File: src/rtl/poe_seq_pkg.sv
package poe_seq_pkg;
  typedef enum logic [2:0] {
    PS_IDLE     = 3'd0,
    PS_DETECT   = 3'd1,
    PS_BACKOFF  = 3'd2,
    PS_CLASSIFY = 3'd3,
    PS_POWERED  = 3'd4
  } port_state_e;
endpackage

File: src/rtl/poe_ms_tick.sv
module poe_ms_tick #(
  parameter int DIV_A = 25000,
  parameter int DIV_B = 32000
) (
  input  logic clk,
  input  logic rst_n,
  input  logic alt_sel,
  output logic tick
);
  localparam int MAXD = (DIV_A > DIV_B) ? DIV_A : DIV_B;
  localparam int CW   = $clog2(MAXD) + 1;

  logic [CW-1:0] cnt_q, cnt_d, lim;

  assign lim   = alt_sel ? CW'(DIV_B - 1) : CW'(DIV_A - 1);
  assign tick  = (cnt_q >= lim);
  assign cnt_d = tick ? '0 : cnt_q + 1'b1;

  always_ff @(posedge clk or negedge rst_n) begin
    if (!rst_n) cnt_q <= '0;
    else        cnt_q <= cnt_d;
  end

  AST_TICK_COUNT_RANGE: assert property (@(posedge clk) disable iff (!rst_n)
    cnt_q <= CW'(MAXD - 1));
endmodule

File: src/rtl/poe_cadence_lfsr.sv
module poe_cadence_lfsr #(
  parameter int          W    = 16,
  parameter logic [15:0] SEED = 16'hACE1,
  parameter logic [15:0] TAPS = 16'hB400,
  parameter int          SPAN = 400,
  localparam int         SW   = $clog2(SPAN + 1),
  localparam int         PW   = W + SW
) (
  input  logic          clk,
  input  logic          rst_n,
  output logic [SW-1:0] offset
);
  logic [W-1:0] q, q_d;

  assign q_d    = {1'b0, q[W-1:1]} ^ (q[0] ? W'(TAPS) : '0);
  // scale the state into [0, SPAN-1] by a multiply, no divider needed
  assign offset = SW'((PW'(q) * PW'(SPAN)) >> W);

  always_ff @(posedge clk or negedge rst_n) begin
    if (!rst_n) q <= W'(SEED);
    else        q <= q_d;
  end

  AST_LFSR_LIVE: assert property (@(posedge clk) disable iff (!rst_n)
    q != '0);
  AST_OFFSET_SPAN: assert property (@(posedge clk) disable iff (!rst_n)
    offset < SW'(SPAN));
endmodule

File: src/rtl/poe_backoff_timer.sv
module poe_backoff_timer #(
  parameter int MAX_MS = 2400,
  localparam int MSW   = $clog2(MAX_MS + 1)
) (
  input  logic           clk,
  input  logic           rst_n,
  input  logic           load,
  input  logic [MSW-1:0] load_ms,
  input  logic           tick,
  output logic           expire
);
  logic           active_q, active_d;
  logic [MSW-1:0] left_q, left_d;

  assign expire = active_q && tick && (left_q == '0);

  always_comb begin
    active_d = active_q;
    left_d   = left_q;
    if (load) begin
      active_d = 1'b1;
      left_d   = load_ms;
    end else if (expire) begin
      active_d = 1'b0;
    end else if (active_q && tick) begin
      left_d   = left_q - 1'b1;
    end
  end

  always_ff @(posedge clk or negedge rst_n) begin
    if (!rst_n) begin
      active_q <= 1'b0;
      left_q   <= '0;
    end else begin
      active_q <= active_d;
      left_q   <= left_d;
    end
  end

  AST_LOAD_BEATS_TICK: assert property (@(posedge clk) disable iff (!rst_n)
    load |=> (active_q && left_q == $past(load_ms)));
  AST_LEFT_BOUND: assert property (@(posedge clk) disable iff (!rst_n)
    active_q |-> (left_q <= MSW'(MAX_MS)));
endmodule

File: src/rtl/poe_port_seq.sv
module poe_port_seq
  import poe_seq_pkg::*;
#(
  parameter int          MS_DIV_NORM = 25000,
  parameter int          MS_DIV_ALT  = 32000,
  parameter int          CAD_BASE_MS = 2000,
  parameter int          CAD_SPAN_MS = 400,
  parameter logic [15:0] LFSR_SEED   = 16'hACE1
) (
  input  logic clk,
  input  logic rst_n,
  input  logic strap_midspan,
  input  logic strap_legacy,
  input  logic strap_osc,
  output logic det_start,
  input  logic det_done,
  input  logic det_valid,
  output logic hicap_en,
  output logic cls_start,
  input  logic cls_done,
  output logic sw_en
);
  localparam int MAX_MS = CAD_BASE_MS + CAD_SPAN_MS;
  localparam int MSW    = $clog2(MAX_MS + 1);
  localparam int SW     = $clog2(CAD_SPAN_MS + 1);

  port_state_e    state_q, state_d;
  logic           mid_q, leg_q, osc_q, strap_cap;
  logic           det_start_q, det_start_d;
  logic           cls_start_q, cls_start_d;
  logic           sw_en_q, sw_en_d;
  logic           tick, expire, t_load;
  logic [SW-1:0]  offset;
  logic [MSW-1:0] load_ms;

  poe_ms_tick #(.DIV_A(MS_DIV_NORM), .DIV_B(MS_DIV_ALT)) u_tick (
    .clk(clk), .rst_n(rst_n), .alt_sel(osc_q), .tick(tick));

  poe_cadence_lfsr #(.W(16), .SEED(LFSR_SEED), .TAPS(16'hB400),
                     .SPAN(CAD_SPAN_MS)) u_lfsr (
    .clk(clk), .rst_n(rst_n), .offset(offset));

  poe_backoff_timer #(.MAX_MS(MAX_MS)) u_wait (
    .clk(clk), .rst_n(rst_n), .load(t_load), .load_ms(load_ms),
    .tick(tick), .expire(expire));

  assign strap_cap = (state_q == PS_IDLE);
  assign load_ms   = mid_q ? (MSW'(CAD_BASE_MS) + MSW'(offset)) : '0;

  always_comb begin
    state_d     = state_q;
    det_start_d = 1'b0;
    cls_start_d = 1'b0;
    t_load      = 1'b0;
    unique case (state_q)
      PS_IDLE: begin
        state_d     = PS_DETECT;
        det_start_d = 1'b1;
      end
      PS_DETECT: begin
        if (det_done) begin
          if (det_valid) begin
            state_d     = PS_CLASSIFY;
            cls_start_d = 1'b1;
          end else begin
            state_d = PS_BACKOFF;
            t_load  = 1'b1;
          end
        end
      end
      PS_BACKOFF: begin
        if (expire) begin
          state_d     = PS_DETECT;
          det_start_d = 1'b1;
        end
      end
      PS_CLASSIFY: begin
        if (cls_done) state_d = PS_POWERED;
      end
      PS_POWERED: state_d = PS_POWERED;
      default:    state_d = PS_IDLE;
    endcase
    sw_en_d = (state_d == PS_POWERED);
  end

  always_ff @(posedge clk or negedge rst_n) begin
    if (!rst_n) begin
      state_q     <= PS_IDLE;
      det_start_q <= 1'b0;
      cls_start_q <= 1'b0;
      sw_en_q     <= 1'b0;
    end else begin
      state_q     <= state_d;
      det_start_q <= det_start_d;
      cls_start_q <= cls_start_d;
      sw_en_q     <= sw_en_d;
    end
  end

  always_ff @(posedge clk or negedge rst_n) begin
    if (!rst_n) begin
      mid_q <= 1'b1;
      leg_q <= 1'b1;
      osc_q <= 1'b0;
    end else if (strap_cap) begin
      mid_q <= strap_midspan;
      leg_q <= strap_legacy;
      osc_q <= strap_osc;
    end
  end

  assign det_start = det_start_q;
  assign cls_start = cls_start_q;
  assign sw_en     = sw_en_q;
  assign hicap_en  = leg_q;

  AST_FIRST_PROBE: assert property (@(posedge clk) disable iff (!rst_n)
    (state_q == PS_IDLE) |=> det_start);
  AST_DET_ONE_CYCLE: assert property (@(posedge clk) disable iff (!rst_n)
    det_start |=> !det_start);
  AST_STRAPS_FROZEN: assert property (@(posedge clk) disable iff (!rst_n)
    (state_q != PS_IDLE) |=> ($stable(mid_q) && $stable(leg_q) && $stable(osc_q)));
  AST_CLS_ONE_CYCLE: assert property (@(posedge clk) disable iff (!rst_n)
    cls_start |=> !cls_start);
  AST_SW_LATCHED_ON: assert property (@(posedge clk) disable iff (!rst_n)
    sw_en |=> sw_en);
  AST_SW_OFF_PROBING: assert property (@(posedge clk) disable iff (!rst_n)
    (state_q == PS_DETECT || state_q == PS_BACKOFF) |-> !sw_en);
endmodule

File: config.mk
export PLATFORM = sky130hd
export DESIGN_NAME = poe_port_seq
export DESIGN_NICKNAME = d
export VERILOG_FILES = /design/src/rtl/poe_seq_pkg.sv /design/src/rtl/poe_ms_tick.sv /design/src/rtl/poe_cadence_lfsr.sv /design/src/rtl/poe_backoff_timer.sv /design/src/rtl/poe_port_seq.sv
export SDC_FILE = /design/constraint.sdc
export NUM_CORES = 1
export LEC_CHECK = 0
export ABC_AREA = 1
export CORE_UTILIZATION = 46
export DETAILED_ROUTE_END_ITERATION = 10
export PLACE_DENSITY = 0.71
export SLEW_MARGIN = 10
export SYNTH_ARGS = -nofsm -noshare
export SYNTH_HDL_FRONTEND = slang
export SYNTH_SLANG_ARGS = --single-unit
File: constraint.sdc
create_clock -name clk -period 3.7 [get_ports clk]
set_input_delay 0.925 -clock clk [delete_from_list [all_inputs] [get_ports clk]]
set_output_delay 0.925 -clock clk [all_outputs]
set_load 0.01 [all_outputs]
==> results.sh <==
export IMPL_first_pass_iters=5
export IMPL_required_ns=3.97
export IMPL_layout_min_cycle_time_ns=3.45
export IMPL_antenna_found_initial=0
export IMPL_wirelength_um=8640
export IMPL_clockBufferDepth=2
export IMPL_synthCells=573
export IMPL_start_util=0.481
export IMPL_multiInputGateArea_um2=2760
export IMPL_cp_max_fo=4
export IMPL_r2r_slack_ns=0.25
export IMPL_grt_pass1_wl_um=15100
export IMPL_routedWlPerCell_um=11.9
export IMPL_synth_most_common_cell="nand2_1"
export IMPL_async_flop_share=1.00
export IMPL_grt_pass1_vias=3542
export IMPL_ys_ff_latch=54
export IMPL_path_clk_slew_ns=0.12
export IMPL_clock_skew_ns=0.0112
export IMPL_whs_ns=0.427
export IMPL_via_per_inst=5.04
export IMPL_syn_avg_cell_area_um2=7.82
export IMPL_worst_slew_pin_transition_ns=0.749
export IMPL_ys_types=41
export IMPL_nNetsFinal=673
export IMPL_track_usage=0.183
export IMPL_peakVddDrop_mv=0.203
export IMPL_critPathKind="reg -> reg"
export IMPL_endpoint_kind="flop"
export IMPL_synth_edf_count=0
export IMPL_syn_nets=652
export IMPL_yosysTopAreaCell="dfrtp_1"
export IMPL_timing_hold_violations_final=0
export IMPL_grt_max_degree=35
export IMPL_clock_latency_ns=0.32
export IMPL_arrival_ns=3.72
export IMPL_die_h_um=101
export IMPL_synthToLayoutAreaGrowth_pct=10.2
export IMPL_finalSetupViolCount=0
export IMPL_fillers=890
export IMPL_portBuffers=11
export IMPL_power_density_nw_per_um2=341
export IMPL_dp_hpwl_um=6800
export IMPL_rows=35
export IMPL_clkSinkCount=54
export IMPL_max_freq_mhz=290
export IMPL_syn_cell_area_um2=4480
export IMPL_drv_slew=0
export IMPL_synth_flop_cell="dfrtp_1"
export IMPL_leakage_uw=0.00269
export IMPL_synth_common_cells="132 x nand2_1, 104 x inv_1, 61 x ha_1"
export IMPL_htree_levels=2
export IMPL_globalRouteOverflowTotal=0
export IMPL_drt_drc_violations_left=0
export IMPL_hold_path_class="reg -> reg"
export IMPL_die_area_um2=10100
export IMPL_ios=12
export IMPL_maxCapViolations=0
export IMPL_layout_drive_gt1_share=0.138
export IMPL_critPathLaunchType="flop"
export IMPL_synth_top_area_frac=0.246
export IMPL_post_route_period_util=0.932
export IMPL_status="completed"
export IMPL_final_antenna_net_count=0
export IMPL_maxSlewHeadroom=0.500
export IMPL_power_uw=1680
export IMPL_coreArea_um2=9330
export IMPL_yosysWarnings=0
export IMPL_numCtsBuffers=5
export IMPL_fin_util=0.530
export IMPL_cts_tree="built"
export IMPL_cts_root_buffer="clkbuf_8"
export IMPL_place_gp_congestion=0.916
export IMPL_vias=3652
export IMPL_seq_area_frac_synth=0.304
export IMPL_n_antenna_cell=0
export IMPL_drtIter0Drc=139
export IMPL_register_area_um2=1370
export IMPL_synth_area_leaders="dfrtp_1 25%, ha_1 17%, nand2_1 11%"
export IMPL_fp_dieW_um=101
## final timing paths
check	end	startpoint	cells past startpoint
hold reg to reg	u_lfsr.q[14]	u_lfsr.q[15]	0
setup / recovery	u_wait.left_q[10]	u_lfsr.q[5]	22
hold / removal	u_lfsr.q[14]	u_lfsr.q[15]	0
max in group asynchronous	mid_q	rst_n	2
setup reg to reg	u_wait.left_q[10]	u_lfsr.q[5]	22
min in group asynchronous	u_tick.cnt_q[10]	rst_n	1
## what timing repair did
action                     in CTS  in global routing
setup endpoints to repair       0                  4
gates resized for setup         0                 11
setup buffers                   0                  6
hold buffers                    0                  0
## flip-flops by register name, summed over array words and instances, names as in the netlist, 3 cells and up
name,count
u_lfsr.q,16
u_tick.cnt_q,16
u_wait.left_q,12
state_q,3
## layer usage
layer	track usage	vias up	wire, um
met5	0	-	0
met4	0.0390	0	65
met3	0.0243	6	242
met2	0.340	49	4370
met1	0.226	1727	3950
li1	-	1870	-
## worst max-delay path, cell delays in order, from the launching register on
cell and delay, ns:
dfstp_2 0.59, ha_1 0.24, ha_1 0.28, inv_1 0.05, fa_1 0.50, inv_1 0.04
ha_1 0.31, nand2_1 0.07, nand2_1 0.07, nand2_1 0.09, nand2_1 0.07, a21oi_2 0.15
nand2_1 0.09, nand2_1 0.09, nand2_2 0.06, ha_1 0.20, inv_2 0.07, nand3_2 0.08
nor2_1 0.11, nand3_1 0.09, nand2_1 0.07, nand2_1 0.05, nand2_1 0.05
## report_power, final
group / internal [uW] / switching [uW] / leakage [uW]
combinational: 214 / 317 / 0.00197
clock: 141 / 235 / 0.0000502
sequential: 702 / 74.6 / 0.000667
total: 1060 / 627 / 0.00269
## metrics by stage
| stage | cells | worst slack, ns | instance area [um2] | TNS, ns |
|---|---|---|---|---|
| 3_3_place_gp | 710 | 0.216 | 4730 | 0 |
| 2_1_floorplan | 573 | 0.460 | 4480 | 0 |
| 5_1_grt | 724 | -0.0210 | 4940 | -0.0210 |
| 6_report | 724 | 0.253 | 4940 | 0 |
| 4_1_cts | 718 | 0.112 | 4830 | 0 |
| 3_5_place_dp | 710 | 0.129 | 4730 | 0 |
## logic make-up (layout without fill, tap and decap cells)
kind of cell               Yosys count  after routing  share of synthesized area
AOI/OAI and AO/OA                   61             61                     0.0748
xor gates and xnor gates            10             10                     0.0195
adders and majority gates           71             71                      0.215
buffers and inverters              111            133                     0.0957
DFF                                 54             54                      0.304
muxes                                1              1                    0.00251
and+or+nand+nor                    265            265                      0.288
## area by class of cell
class,count,area share
Clock inverter,3,0.00582
Clock buffer,5,0.0139
Tap cell,129,0.0327
Inverter,107,0.0813
Timing Repair Buffer,18,0.0319
Multi-Input combinational cell,408,0.558
Sequential cell,54,0.276
## layout by cell type, fill, tap and decap left out, types with 6 or more instances in the layout
| master | n |
|---|---|
| dfstp_2 | 10 |
| fa_1 | 10 |
| nand2_2 | 13 |
| nor2_2 | 7 |
| nor2_1 | 37 |
| o21ai_0 | 16 |
| o21ai_1 | 8 |
| nand2_1 | 130 |
| nand3_1 | 32 |
| dfrtp_1 | 43 |
| inv_1 | 103 |
| nor2_4 | 6 |
| a21oi_1 | 25 |
| buf_4 | 7 |
| clkdlybuf4s50_1 | 10 |
| nand4_1 | 6 |
| nor3_1 | 11 |
| ha_1 | 57 |
(Power assumes the default switching activity.)
